===== src/rtl/dstk_pkg.sv =====
package dstk_pkg;
  // Decoded operation handed from control to datapath; at most one of
  // push/pop/swap is set, clash marks a rejected multi-request cycle.
  typedef struct packed {
    logic push;
    logic pop;
    logic swap;
    logic clash;
  } stackOp_t;
endpackage


===== src/rtl/dstk_ctrl.sv =====
module dstk_ctrl
  import dstk_pkg::*;
(
  input  logic     clk,
  input  logic     rstN,
  input  logic     pushReq,
  input  logic     popReq,
  input  logic     swapReq,
  output stackOp_t op,
  output logic     popValid,
  output logic     errPulse
);
  logic [1:0] reqCount;

  always_comb begin
    reqCount = {1'b0, pushReq} + {1'b0, popReq} + {1'b0, swapReq};
    op.clash = (reqCount > 2'd1);
    op.push  = pushReq & ~op.clash;
    op.pop   = popReq  & ~op.clash;
    op.swap  = swapReq & ~op.clash;
  end

  // Synchronous RAM read returns data one clock later: flag it then.
  always_ff @(posedge clk or negedge rstN) begin
    if (!rstN) begin
      popValid <= 1'b0;
      errPulse <= 1'b0;
    end else begin
      popValid <= op.pop;
      errPulse <= op.clash;
    end
  end

  AST_POP_VALID_LATENCY: assert property (@(posedge clk) disable iff (!rstN)
    popValid |-> $past(popReq && !pushReq && !swapReq));
  AST_ERR_AFTER_CLASH: assert property (@(posedge clk) disable iff (!rstN)
    ((pushReq && popReq) || (pushReq && swapReq) || (popReq && swapReq)) |=> (errPulse && !popValid));
  AST_ERR_ONLY_CLASH: assert property (@(posedge clk) disable iff (!rstN)
    errPulse |-> $past(({1'b0, pushReq} + {1'b0, popReq} + {1'b0, swapReq}) > 2'd1));
endmodule


===== src/rtl/dstk_path.sv =====
module dstk_path
  import dstk_pkg::*;
#(
  parameter int ADDR_W = 8,
  parameter int DATA_W = 8
) (
  input  logic              clk,
  input  logic              rstN,
  input  stackOp_t          op,
  input  logic [DATA_W-1:0] pushData,
  input  logic [ADDR_W-1:0] swapIn,
  input  logic [DATA_W-1:0] ramRdData,
  output logic [ADDR_W-1:0] ramAddr,
  output logic              ramWe,
  output logic [DATA_W-1:0] ramWrData,
  output logic [DATA_W-1:0] popData,
  output logic [ADDR_W-1:0] swapOut
);
  localparam logic [ADDR_W-1:0] PTR_ONE = ADDR_W'(1);
  localparam logic [ADDR_W-1:0] PTR_TOP = '1;

  logic [ADDR_W-1:0] ptr;
  logic [ADDR_W-1:0] ptrDec;
  logic [ADDR_W-1:0] ptrInc;

  // Modulo-2^ADDR_W arithmetic; pre-decrement for push, post-increment for pop.
  assign ptrDec    = ptr - PTR_ONE;
  assign ptrInc    = ptr + PTR_ONE;
  assign ramAddr   = op.push ? ptrDec : ptr;
  assign ramWe     = op.push;
  assign ramWrData = pushData;
  assign popData   = ramRdData;

  always_ff @(posedge clk or negedge rstN) begin
    if (!rstN) begin
      ptr     <= '0;
      swapOut <= '0;
    end else if (op.push) begin
      ptr <= ptrDec;
    end else if (op.pop) begin
      ptr <= ptrInc;
    end else if (op.swap) begin
      ptr     <= swapIn;
      swapOut <= ptr;
    end
  end

  AST_PUSH_DEC: assert property (@(posedge clk) disable iff (!rstN)
    op.push |=> (ptr == $past(ptr) - PTR_ONE));
  AST_PUSH_ZERO_WRAP: assert property (@(posedge clk) disable iff (!rstN)
    (op.push && ptr == '0) |-> (ramAddr == PTR_TOP && ramWe));
  AST_POP_INC: assert property (@(posedge clk) disable iff (!rstN)
    op.pop |=> (ptr == $past(ptr) + PTR_ONE));
  AST_SWAP_EXCHANGE: assert property (@(posedge clk) disable iff (!rstN)
    op.swap |=> (ptr == $past(swapIn) && swapOut == $past(ptr)));
  AST_CLASH_HOLD: assert property (@(posedge clk) disable iff (!rstN)
    op.clash |=> ($stable(ptr) && $stable(swapOut)));
  AST_IDLE_HOLD: assert property (@(posedge clk) disable iff (!rstN)
    !(op.push || op.pop || op.swap) |=> $stable(ptr));
endmodule


===== src/rtl/dstk_unit.sv =====
module dstk_unit
  import dstk_pkg::*;
#(
  parameter int ADDR_W = 8,
  parameter int DATA_W = 8
) (
  input  logic              clk,
  input  logic              rstN,
  input  logic              pushReq,
  input  logic              popReq,
  input  logic              swapReq,
  input  logic [DATA_W-1:0] pushData,
  input  logic [ADDR_W-1:0] swapIn,
  input  logic [DATA_W-1:0] ramRdData,
  output logic [ADDR_W-1:0] ramAddr,
  output logic              ramWe,
  output logic [DATA_W-1:0] ramWrData,
  output logic [DATA_W-1:0] popData,
  output logic              popValid,
  output logic [ADDR_W-1:0] swapOut,
  output logic              errPulse
);
  stackOp_t op;

  dstk_ctrl u_ctrl (
    .clk      (clk),
    .rstN     (rstN),
    .pushReq  (pushReq),
    .popReq   (popReq),
    .swapReq  (swapReq),
    .op       (op),
    .popValid (popValid),
    .errPulse (errPulse)
  );

  dstk_path #(.ADDR_W(ADDR_W), .DATA_W(DATA_W)) u_path (
    .clk       (clk),
    .rstN      (rstN),
    .op        (op),
    .pushData  (pushData),
    .swapIn    (swapIn),
    .ramRdData (ramRdData),
    .ramAddr   (ramAddr),
    .ramWe     (ramWe),
    .ramWrData (ramWrData),
    .popData   (popData),
    .swapOut   (swapOut)
  );

  AST_WE_LONE_PUSH: assert property (@(posedge clk) disable iff (!rstN)
    ramWe |-> (pushReq && !popReq && !swapReq));
endmodule


===== config.mk =====
export PLATFORM = sky130hd
export DESIGN_NAME = dstk_unit
export DESIGN_NICKNAME = d
export VERILOG_FILES = /design/src/rtl/dstk_pkg.sv /design/src/rtl/dstk_ctrl.sv /design/src/rtl/dstk_path.sv /design/src/rtl/dstk_unit.sv
export SDC_FILE = /design/constraint.sdc
export NUM_CORES = 1
export LEC_CHECK = 0
export BUFFER_PORTS_ARGS = -buffer_cell sky130_fd_sc_hd__buf_2
export CAP_MARGIN = 20
export CORE_MARGIN = 2
export CORE_UTILIZATION = 43
export CTS_BUF_LIST = sky130_fd_sc_hd__clkbuf_4
export DETAILED_ROUTE_END_ITERATION = 16
export PLACE_DENSITY = 0.84
export SLEW_MARGIN = 20
export SYNTH_ARGS = -nofsm -noshare
export SYNTH_HDL_FRONTEND = slang
export SYNTH_SLANG_ARGS = --single-unit

===== constraint.sdc =====
create_clock -name clk -period 2.1 [get_ports clk]
set_input_delay 0 -clock clk [delete_from_list [all_inputs] [get_ports clk]]
set_output_delay 0 -clock clk [all_outputs]
set_load 0.01 [all_outputs]

### Word level (Yosys, flattened, before mapping)

Cells that the tools add are included.

* word-level logic and storage cells: 21
* register bits after elaboration: 18

* multiplexer cells: 4
* bitwise gates (word level): 6
* magnitude comparators: 1
* $add $sub $neg: 4
* reductions and logical operators: 2

Operator list (count)
* 8-bit two-way mux: 4
* 8-bit by 1-bit adder with 8-bit output (second input constant): 1
* 8-bit by 1-bit subtractor with 8-bit output (second input constant): 1
* 1-bit bitwise AND: 3
* 1-bit inverter: 3
* 3-bit AND reduction: 1
* 3-bit nonzero test: 1
* 1-bit by 1-bit adder with 2-bit output: 1
* 2-bit by 1-bit adder with 2-bit output: 1
* 2-bit by 1-bit > comparator with 1-bit output (second input constant): 1

### Depth between registers and ports, before layout

* word-level depth: 8
* gate-level depth with buffers: 7
* gate-level depth less buffers: 6

### Hierarchy

Synthesis repeated with hierarchy kept, for this count alone.

* cells, all modules: 148
* area total of the unflattened synthesis: 1371.3 µm²

By module, submodules not included
* dstk_path: instances 1, area each 1276.2 µm², cells an instance 140
* dstk_ctrl: instances 1, area each 95.1 µm², cells an instance 8

### Worst setup path after synthesis

Ideal clock, no wire load.

* kind: flip-flop to flip-flop
* start point: register u_path.ptr[0]
* end point: register u_path.ptr[6]
* setup time: 0.087 ns
* data required time: 2.013 ns
* arrival: 1.943 ns
* cell stages (with the launch flop): 8
* clock period less this slack: 2.030 ns
* setup slack: 0.070 ns
* cells stage by stage: dfrtp_1 -> clkbuf_1 -> inv_1 -> ha_1 -> or3b_4 -> or3_4 -> or3_1 -> o211ai_1

* longest elaborated chain between the ends: 3
* elaborated cells on any way between the ends: 4

RTL lines
* start: declaration: RTL line dstk_path.sv:22 `logic [ADDR_W-1:0] ptr;`
* start signal: assignment: RTL line dstk_path.sv:39 `ptr <= ptrDec;`
* start signal: assignment: RTL line dstk_path.sv:41 `ptr <= ptrInc;`
* start signal: assignment: RTL line dstk_path.sv:43 `ptr <= swapIn;`
* 8-bit by 1-bit adder with 8-bit output: RTL line dstk_path.sv:28 `assign ptrInc = ptr + PTR_ONE;`
* 8-bit two-way mux: RTL line dstk_path.sv:40 `end else if (op.pop) begin`
* 8-bit two-way mux (*): RTL line dstk_path.sv:38 `end else if (op.push) begin`

Mark *: on every way between the ends. The rest lies on a longest branch, timed or not.
A chain may end at the register's enable or synchronous reset.

### Worst setup path in the final report

* start point: register u_path.ptr[0]
* end point: output port ramAddr[6]

* longest elaborated chain between the ends: 2

RTL lines
* 8-bit by 1-bit subtractor with 8-bit output: RTL line dstk_path.sv:27 `assign ptrDec = ptr - PTR_ONE;`
* 8-bit two-way mux: RTL line dstk_path.sv:29 `assign ramAddr = op.push ? ptrDec : ptr;`
* end: declaration: RTL line dstk_unit.sv:15 `output logic [ADDR_W-1:0] ramAddr,`

No other way between the ends.

==> metrics.txt <==
setup TNS -49.67 ps; setup repair after global routing missed its margin yes; 1st-pass router iterations 4; Synth Register Bits 18; Longest Clk Path Bufs 2; worst hold path class input pin to output pin; GP Congestion 0.8380; Setup Crit Path Kind flip-flop to output pin; # nets final 209; fin crit share 102.4%; met2 WL 1470 um; drt initial violations 43; Mapped Area 1376 um2; status finished with violations; average instance area after synthesis 8.996 um2; layout cells sized above 1 38.86%; average wire per standard cell 14.24 um; Antenna Cells 0; crit path launch type flip-flop; Vias/cell 5.370; CP delay by family, top simple AND/OR/NAND/NOR gates; port bufs 31; maximum VDD drop 0.0005117 V; Yosys cell types 50; Critical Path RT 2100 ps; initial antenna violation count 0; EDFF count, synth 0; Overall Power 1.663 mW; max cap viols 0; register area share after synthesis 32.73%; io pins 64; Core Rows 20; CP endpoint kind output pin; Starting Density 45.08%; drt drc 0; max-slew violation count 0; Post-Syn Nets 185; Achievable Freq 465.2 MHz; Max FO, Critical Path 3; critical-path cell list inv_2 > ha_4 > or3b_4 > or3_4 > or3_4 > nand2_1 > buf_2; overall die height 60.58 um; Worst Path Arrival 2150 ps; Final min period 2150 ps; die area 3669 um2; area delta synth->final 13.27%; ANT nets after route 0; grt total ovfl 0; first-pass GRT wire length 4933 um; Vias 1176; hpwl dp 2197 um; vias in the first global route 1078; Post-Syn Instances 153; worst slew pin tran 567.3 ps; Leak 0.7076 nW; Fin Clk Skew 9.933 ps; DRT met1 WL 1468 um; Reg clk slew, reported paths 110 ps; largest net degree at the start of global routing 19; post-route setup slack -49.67 ps; final hold vios 0; highest routing layer actually used met4; Total GRT Usage 17.81%; Main synth FF type dfrtp_1; worst rel slew slack 61.65%; failing checks setup timing; CP dominant cell by count or3_4; CP max stage cell dfrtp_1; CTS H-tree lvls 1; clk root buf clkbuf_4; WP buf/inv 2; Clock Latency Late Sink 300 ps; delay of the slowest critical-path stage 410 ps; Setup-failing EPs final 1; Total Wirelength 3118 um; core area 3053 um2; clock sinks 18; post-synthesis async set-or-reset flop share 100.0%; met3 WL 165 um; Yosys warning total 0; CTS tree built; CTS buffer count 3; Die X-Extent 60.58 um; power density cells 1067 nW/um2
[synth_stat cells, drive strengths merged, types with 3 or more instances]
cell / n / area [um2]
buf: 23 / 166.4
dfrtp: 18 / 450.4
nand2: 13 / 51.30
mux2: 9 / 101.4
o21ai: 9 / 45.04
nor2: 7 / 26.28
inv: 6 / 22.52
a21oi: 5 / 28.78
nand3: 5 / 25.02
xnor2: 5 / 43.79
clkbuf: 4 / 18.77
nor3: 4 / 20.02
or3: 4 / 30.03
a21boi: 3 / 22.52
a31oi: 3 / 18.77
ha: 3 / 37.54
o211ai: 3 / 22.52
[layout by cell type, fill, tap and decap left out, types with 3 or more instances in the layout]
cell and count:
dfrtp_1 18, nor2_1 7, nor3_1 4, clkbuf_4 3, nand3_1 5, o21ai_0 9
buf_2 31, inv_1 3, mux2_2 9, o211ai_1 3, xnor2_1 5, buf_4 13
a21oi_1 4, inv_2 3, nand2_1 12, a21boi_0 3, a31oi_1 3
[sequential cells by signal (all words and copies together) (netlist names)]
signal	count
u_path.ptr	8
u_path.swapOut	8
u_ctrl.popValid	1
u_ctrl.errPulse	1
[cells by family (layout without fill, tap and decap cells)]
logic type / count (synthesis) / in the layout / synth area share, %
adder cells (fa/ha/maj): 3 / 3 / 2.728
multiplexers: 9 / 9 / 7.364
flip-flops: 18 / 18 / 32.73
AO/OA/AOI/OAI: 35 / 35 / 17.46
buffers and inverters: 33 / 55 / 15.09
AND/OR/NAND/NOR: 48 / 48 / 20.18
XOR/XNOR: 7 / 7 / 4.455
[layout make-up]
cell class                 count  area [um2]
tap                           44       55.05
timing repair buffer          46       272.8
multi-input combinational    102       735.7
clock buffer                   3       22.52
inverter                       6       22.52
sequential                    18       450.4
fill                         317        1494
[path summary, 6_finish.rpt]
check	startpoint	endpoint	slack [ps]	cells after the start
max	u_path.ptr[0]	ramAddr[6]	-50	7
min	ramRdData[3]	popData[3]	0.004	0
max reg2reg	u_path.ptr[1]	u_path.ptr[2]	220	7
min reg2reg	u_path.swapOut[4]	u_path.swapOut[4]	510	1
max in group asynchronous	rstN	u_path.swapOut[3]	1650	2
min in group asynchronous	rstN	u_path.ptr[2]	150	2
[power by group]
group	internal, mW	total (mW)	switching, mW
Sequential	0.475	0.587	0.111
Combinational	0.446	0.902	0.456
Clock	0.0669	0.175	0.108
[what timing repair did]
| action | 4_1_cts | 5_1_grt |
|---|---|---|
| gates resized for setup | 4 | 1 |
| pin swaps | 0 | 1 |
| hold endpoints to repair | 19 | 0 |
| setup endpoints to repair | 1 | 1 |
| hold buffers | 2 | 0 |
| setup buffers | 2 | 3 |
[metrics by stage]
stage,std cells,util [%],hold WS [ps],setup WS [ps],instance area (um2)
2_1_floorplan,153,-,-295.6,70.18,1376
3_3_place_gp,209,47.87,-47.51,213.8,1461
3_5_place_dp,209,47.87,-44.61,188.3,1461
4_1_cts,216,50.33,0.06862,-56.40,1536
5_1_grt,219,51.07,0.01888,-115.1,1559
6_report,219,51.07,0.004435,-49.67,1559
[routing by layer]
layer / vias to the layer above / GRT usage [%]
met4: 0 / 4.658
li1: 580 / -
met1: 557 / 26.10
met5: - / 0
met3: 2 / 4.478
met2: 37 / 26.27
(Power assumes the default switching activity.)
